## config.mk

```make
export PLATFORM = sky130hd
export DESIGN_NAME = isx_exec_unit
export DESIGN_NICKNAME = d
export VERILOG_FILES = /design/src/rtl/isx_pkg.sv /design/src/rtl/isx_decode.sv /design/src/rtl/isx_alu.sv /design/src/rtl/isx_regfile.sv /design/src/rtl/isx_exec_unit.sv
export SDC_FILE = /design/constraint.sdc
export NUM_CORES = 2
export LEC_CHECK = 0
export BUFFER_PORTS_ARGS = -buffer_cell sky130_fd_sc_hd__buf_2
export CORE_MARGIN = 2
export CORE_UTILIZATION = 35
export CTS_CLUSTER_DIAMETER = 50
export DETAILED_ROUTE_END_ITERATION = 8
export SYNTH_ARGS = -nofsm -noshare
export SYNTH_HDL_FRONTEND = slang
export SYNTH_SLANG_ARGS = --single-unit
export TNS_END_PERCENT = 20
```

## constraint.sdc

```tcl
create_clock -name clk -period 5.1 [get_ports clk]
set_input_delay 0.51 -clock clk [delete_from_list [all_inputs] [get_ports clk]]
set_output_delay 0.51 -clock clk [all_outputs]
set_load 0.005 [all_outputs]
```

## src/rtl/isx_pkg.sv

```systemverilog
package isx_pkg;

  localparam int XLEN   = 32;
  localparam int REG_AW = 5;
  localparam int IMM_W  = 16;

  // operation codes carried in bits 31:26
  localparam logic [5:0] OPC_REG  = 6'd0;
  localparam logic [5:0] OPC_ADDI = 6'd8;
  localparam logic [5:0] OPC_SLTI = 6'd10;
  localparam logic [5:0] OPC_LUI  = 6'd15;

  // function codes carried in bits 5:0 when the opcode is OPC_REG
  localparam logic [5:0] FN_ADD = 6'd32;
  localparam logic [5:0] FN_SLT = 6'd42;

  typedef enum logic [1:0] {
    K_NONE = 2'd0,
    K_ADD  = 2'd1,
    K_SLT  = 2'd2,
    K_LUI  = 2'd3
  } kind_e;

  typedef enum logic {
    B_REG = 1'b0,
    B_IMM = 1'b1
  } bsel_e;

  typedef struct packed {
    logic              legal;
    kind_e             kind;
    bsel_e             bsel;
    logic [REG_AW-1:0] src_a;
    logic [REG_AW-1:0] src_b;
    logic [REG_AW-1:0] dst;
    logic [IMM_W-1:0]  imm;
  } dec_t;

  function automatic logic [XLEN-1:0] sext_imm(input logic [IMM_W-1:0] v);
    return {{(XLEN-IMM_W){v[IMM_W-1]}}, v};
  endfunction

  function automatic logic [XLEN-1:0] add_wrap(input logic [XLEN-1:0] a,
                                               input logic [XLEN-1:0] b);
    return a + b;
  endfunction

  function automatic logic [XLEN-1:0] lt_signed(input logic [XLEN-1:0] a,
                                                input logic [XLEN-1:0] b);
    logic [XLEN-1:0] r;
    r = '0;
    r[0] = ($signed(a) < $signed(b));
    return r;
  endfunction

  function automatic logic [XLEN-1:0] upper_load(input logic [IMM_W-1:0] v);
    return {v, {(XLEN-IMM_W){1'b0}}};
  endfunction

endpackage

```

## src/rtl/isx_decode.sv

```systemverilog
module isx_decode
  import isx_pkg::*;
(
  input  logic [31:0] word,
  output dec_t        dec
);

  logic [5:0] opc;
  logic [5:0] fn;
  logic       unused_shamt;

  assign opc          = word[31:26];
  assign fn           = word[5:0];
  assign unused_shamt = ^word[10:6];

  always_comb begin
    dec.legal = 1'b0;
    dec.kind  = K_NONE;
    dec.bsel  = B_IMM;
    dec.src_a = word[25:21];
    dec.src_b = word[20:16];
    dec.dst   = word[20:16];
    dec.imm   = word[15:0];
    unique case (opc)
      OPC_REG: begin
        dec.bsel = B_REG;
        dec.dst  = word[15:11];
        if (fn == FN_ADD) begin
          dec.legal = 1'b1;
          dec.kind  = K_ADD;
        end else if (fn == FN_SLT) begin
          dec.legal = 1'b1;
          dec.kind  = K_SLT;
        end
      end
      OPC_ADDI: begin
        dec.legal = 1'b1;
        dec.kind  = K_ADD;
      end
      OPC_SLTI: begin
        dec.legal = 1'b1;
        dec.kind  = K_SLT;
      end
      OPC_LUI: begin
        dec.legal = 1'b1;
        dec.kind  = K_LUI;
      end
      default: begin
        dec.legal = 1'b0;
      end
    endcase
  end

endmodule

```

## src/rtl/isx_alu.sv

```systemverilog
module isx_alu
  import isx_pkg::*;
#(
  parameter int DW = XLEN
) (
  input  kind_e            kind,
  input  bsel_e            bsel,
  input  logic [DW-1:0]    opa,
  input  logic [DW-1:0]    opb_reg,
  input  logic [IMM_W-1:0] imm,
  output logic [DW-1:0]    result
);

  logic [DW-1:0] opb;

  assign opb = (bsel == B_IMM) ? sext_imm(imm) : opb_reg;

  always_comb begin
    unique case (kind)
      K_ADD:   result = add_wrap(opa, opb);
      K_SLT:   result = lt_signed(opa, opb);
      K_LUI:   result = upper_load(imm);
      default: result = '0;
    endcase
  end

endmodule

```

## src/rtl/isx_regfile.sv

```systemverilog
module isx_regfile #(
  parameter int DW  = 32,
  parameter int AW  = 5,
  parameter int NRD = 4
) (
  input  logic          clk,
  input  logic          rst_n,
  input  logic          we,
  input  logic [AW-1:0] waddr,
  input  logic [DW-1:0] wdata,
  input  logic [AW-1:0] raddr [NRD],
  output logic [DW-1:0] rdata [NRD]
);

  localparam int NREG = 1 << AW;

  logic [DW-1:0] mem [NREG];

  always_ff @(posedge clk or negedge rst_n) begin
    if (!rst_n) begin
      for (int i = 0; i < NREG; i++) mem[i] <= '0;
    end else if (we && (waddr != '0)) begin
      mem[waddr] <= wdata;
    end
  end

  for (genvar p = 0; p < NRD; p++) begin : g_rd
    assign rdata[p] = (raddr[p] == '0) ? '0 : mem[raddr[p]];
  end

endmodule

```

## src/rtl/isx_exec_unit.sv

```systemverilog
module isx_exec_unit
  import isx_pkg::*;
#(
  parameter int DW = XLEN,
  parameter int AW = REG_AW
) (
  input  logic          clk,
  input  logic          rst_n,
  input  logic          instr_valid,
  input  logic [31:0]   instr_word,
  input  logic [AW-1:0] obs_addr_a,
  output logic [DW-1:0] obs_data_a,
  input  logic [AW-1:0] obs_addr_b,
  output logic [DW-1:0] obs_data_b,
  output logic          illegal_o
);

  localparam int NRD    = 4;
  localparam int P_SRCA = 0;
  localparam int P_SRCB = 1;
  localparam int P_OBSA = 2;
  localparam int P_OBSB = 3;

  dec_t          dec;
  logic [AW-1:0] raddr [NRD];
  logic [DW-1:0] rdata [NRD];
  logic [DW-1:0] alu_out;

  // named internal events, used by the checker
  logic          wr_en;
  logic [AW-1:0] wr_addr;
  logic [DW-1:0] wr_data;

  isx_decode u_dec (
    .word (instr_word),
    .dec  (dec)
  );

  assign raddr[P_SRCA] = dec.src_a;
  assign raddr[P_SRCB] = dec.src_b;
  assign raddr[P_OBSA] = obs_addr_a;
  assign raddr[P_OBSB] = obs_addr_b;

  isx_alu #(.DW(DW)) u_alu (
    .kind    (dec.kind),
    .bsel    (dec.bsel),
    .opa     (rdata[P_SRCA]),
    .opb_reg (rdata[P_SRCB]),
    .imm     (dec.imm),
    .result  (alu_out)
  );

  assign wr_en   = instr_valid && dec.legal && (dec.dst != '0);
  assign wr_addr = dec.dst;
  assign wr_data = alu_out;

  isx_regfile #(.DW(DW), .AW(AW), .NRD(NRD)) u_rf (
    .clk   (clk),
    .rst_n (rst_n),
    .we    (wr_en),
    .waddr (wr_addr),
    .wdata (wr_data),
    .raddr (raddr),
    .rdata (rdata)
  );

  assign obs_data_a = rdata[P_OBSA];
  assign obs_data_b = rdata[P_OBSB];
  assign illegal_o  = instr_valid && !dec.legal;

endmodule

```

==> out/results.ini <==
[outcome]
status=finished, final reports clean

[worst_setup_path]
slowest_delay_ps=550
slowest_stage=a2111oi_1
crit_fanout=31
arrival_ps=5630
crit_path_start_kind=register
critPathKind=register to register
worstSetupEndpointType=register
critPathRequiredTime_ps=5770
critical_path_buf_inv_count=3
worstPathCellList=mux4_2 -> a22o_1 -> a2111oi_1 -> buf_4 -> o31a_1 -> ha_1 -> nor2_1 -> a31oi_1 -> o31ai_1 -> a41o_1 -> a21oi_2 -> o2111ai_2 -> nand3b_2 -> a2111oi_4 -> buf_4 -> mux2i_4 -> buf_12 -> o31ai_2
cpMostUsedCell=buf_4
cp_top_family=compound AO/OA/AOI/OAI gates

[global_route]
grt_pass1_wl_um=445000
grt_pass1_vias=60000
grt_usage=0.290
grt-ovfl-total=0
antenna_found_initial=12
grt_max_degree=136

[cells_and_area]
regMostFlops=u_rf.mem
nNetsFinal=6687
fin_cells=9492
drive_above_1_share=0.361
largest_register_ffs=1024
syn_to_final_growth_pct=17.9
fin_util=0.416
top_regs=u_rf.mem: 1024 flops

[clocking]
insertion_delay_ps=830
cts_tree=done
cts_num_sinks=1024
htree_levels=4
path_clk_slew_ps=60
numCtsBuffers=144
root_buffer=clkbuf_16
clockBufferDepth=3
postCtsSetupRepairBufs=0

[min_path]
hold_class=input pin to register

[logic_synthesis]
ys.flop_type=dfrtp_1
ys_ff_latch=1024
synth_cell_type_count=92
netlist_instances=6379
synth.mux.area_fraction=0.389
synthSimpleGateAreaFrac=0.0997
syn_nets=6481
yosysSeqAreaShare=0.350
synth_edf_count=0
ys_async_sr_fraction=1.00
synth_area_sq_um=73300
ys_warn_count=0
synth_top_area_share=0.356
syn_avg_cell_area_sq_um=11.5
synth_top_family_by_area=multiplexers
synthAdderAreaFrac=0.0104
synth-compound-area-share=0.106
synth_area_leader_cell=mux4_2
yosys.area_share.xor_xnor=0.00331
yosys-top-cells-area=mux4_2, dfrtp_1, nand2_1, o21ai_0, mux2i_1

[route]
postRouteAntennaNets=0
wire_per_inst_um=32.5
viasPerCell=6.49
drt-pass1-iter-count=6
drc_errors=0
drt_iter0_markers=9171
drt_wl_total_um=309000
num_vias=61600

[sta]
drv_slew=0
slew_headroom=0.216
min_period_over_period=0.972
min_period_ps=4960
final-setup-viol-count=0
tightest_slew_ps=1170
fmax_mhz=202
rsz0062_at_grt=no
hold_viol_final=0
finClkSkew_ps=39.2

[floorplan]
die_y_um=461
chipWidth_um=461
pin_count=110
start_util=0.353
core_area_sq_um=207000
rows=167
die_area_sq_um=213000

[power_and_ir_drop]
total_power_mw=21.1
p_leak_nw=35.7
peakVddDrop_mv=0.302
power_density_nw_per_um2=244

[place]
gp_congestion=0.973
numPortBuffers=109
dp.cells=9226
dp_hpwl_um=209000

[run]
maxCapViolations=0

==> routing by layer <==
layer	vias up	track usage	wire (um)
met5	-	0	65
met4	10	0.205	25900
met3	1144	0.0789	35600
met2	4577	0.432	137000
met1	31200	0.365	110000
li1	24700	-	-
==> path summary, 6_finish.rpt <==
kind / from / to / slack (ps) / cells after the start
setup / recovery: u_rf.mem[547]$_DFFE_PN0P_ / u_rf.mem[510]$_DFFE_PN0P_ / 140 / 18
hold / removal: instr_word[9] / u_rf.mem[985]$_DFFE_PN0P_ / 340 / 3
setup reg to reg: u_rf.mem[547]$_DFFE_PN0P_ / u_rf.mem[510]$_DFFE_PN0P_ / 140 / 18
hold reg to reg: u_rf.mem[1016]$_DFFE_PN0P_ / u_rf.mem[1016]$_DFFE_PN0P_ / 440 / 0
max in group asynchronous: rst_n / u_rf.mem[630]$_DFFE_PN0P_ / 3360 / 3
min in group asynchronous: rst_n / u_rf.mem[204]$_DFFE_PN0P_ / 390 / 2
==> synthesized netlist by cell type (9+ instances only) <==
library cell and count:
mux2_2 35, a21oi_2 31, o21ai_1 32, o21bai_1 11, or2_2 16, o21ai_0 565, a21oi_1 300, nor2_1 413
buf_1 118, ha_1 56, dfrtp_1 1024, a22o_1 16, o31ai_1 75, o22ai_1 28, xnor2_1 17, a21o_1 19
o31ai_2 31, o221ai_1 19, buf_6 11, nand4_1 10, mux4_2 1158, or3_1 9, a221oi_1 19, nor3_1 22
nand2b_1 9, nand3b_1 11, nand3_1 24, a31oi_1 47, a22oi_1 12, nand2_1 1254, buf_2 43, clkbuf_1 530
inv_1 54, nor2b_1 10, mux2i_1 201
==> power by group <==
group          leakage, nW  switching (mW)  internal [mW]
combinational         19.0            1.49          0.931
sequential            14.3          0.0689           8.18
clock                 2.38            4.20           6.20
==> what timing repair did <==
item,in CTS,in global routing
endpoints found under the hold margin,63,0
endpoints found under the setup margin,0,137
resized for setup,0,3
hold buffers,1,0
==> worst register-to-register path: cells and delay by family (launching register included) <==
kind | cells | cell delay, ps
compound gates | 10 | 2300
fa+ha+maj | 1 | 330
buf+inv | 3 | 670
flops | 1 | 420
mux | 2 | 740
simple gates | 2 | 350
==> layout make-up <==
class                   count  area (sq um)
diodes                      6          15.0
clock buffers             183          4020
clock inverters            76           876
fillers                 19100        121000
inverters                  56           213
multi-input cells        4587         45000
flip-flops and latches   1024         25600
well taps                2788          3490
repair buffers            772          7110
==> stage by stage <==
step | TNS, ps | cell area [sq um] | setup WS, ps | hold WS, ps
floorplan | -6760 | 74000 | -83.0 | 214
global placement | -164890 | 81400 | -519 | 412
detailed placement | -138330 | 81400 | -449 | 422
CTS | 0 | 86300 | 120 | 293
global route | 0 | 86400 | 17.3 | 338
finish | 0 | 86400 | 141 | 340
==> logic make-up (layout without fill, tap and decap cells) <==
kind of cell	after synthesis	after routing
buf+inv	768	1087
flops	1024	1024
mux	1394	1394
compound gates	1281	1281
simple gates	1825	1825
other cells	0	6
xor+xnor	26	26
fa+ha+maj	61	61
==> placed cells by master (no fill, tap or decap), types with 116 or more instances in the layout <==
cell | synthesis | final
nand2_1 | 1254 | 1223
mux4_2 | 1158 | 1158
dfrtp_1 | 1024 | 1024
buf_4 | 7 | 554
o21ai_0 | 565 | 534
nor2_1 | 413 | 375
a21oi_1 | 300 | 296
mux2i_1 | 201 | 199
clkbuf_16 | 0 | 149
buf_12 | 1 | 116
No activity file was read; power rests on OpenSTA's default activity.
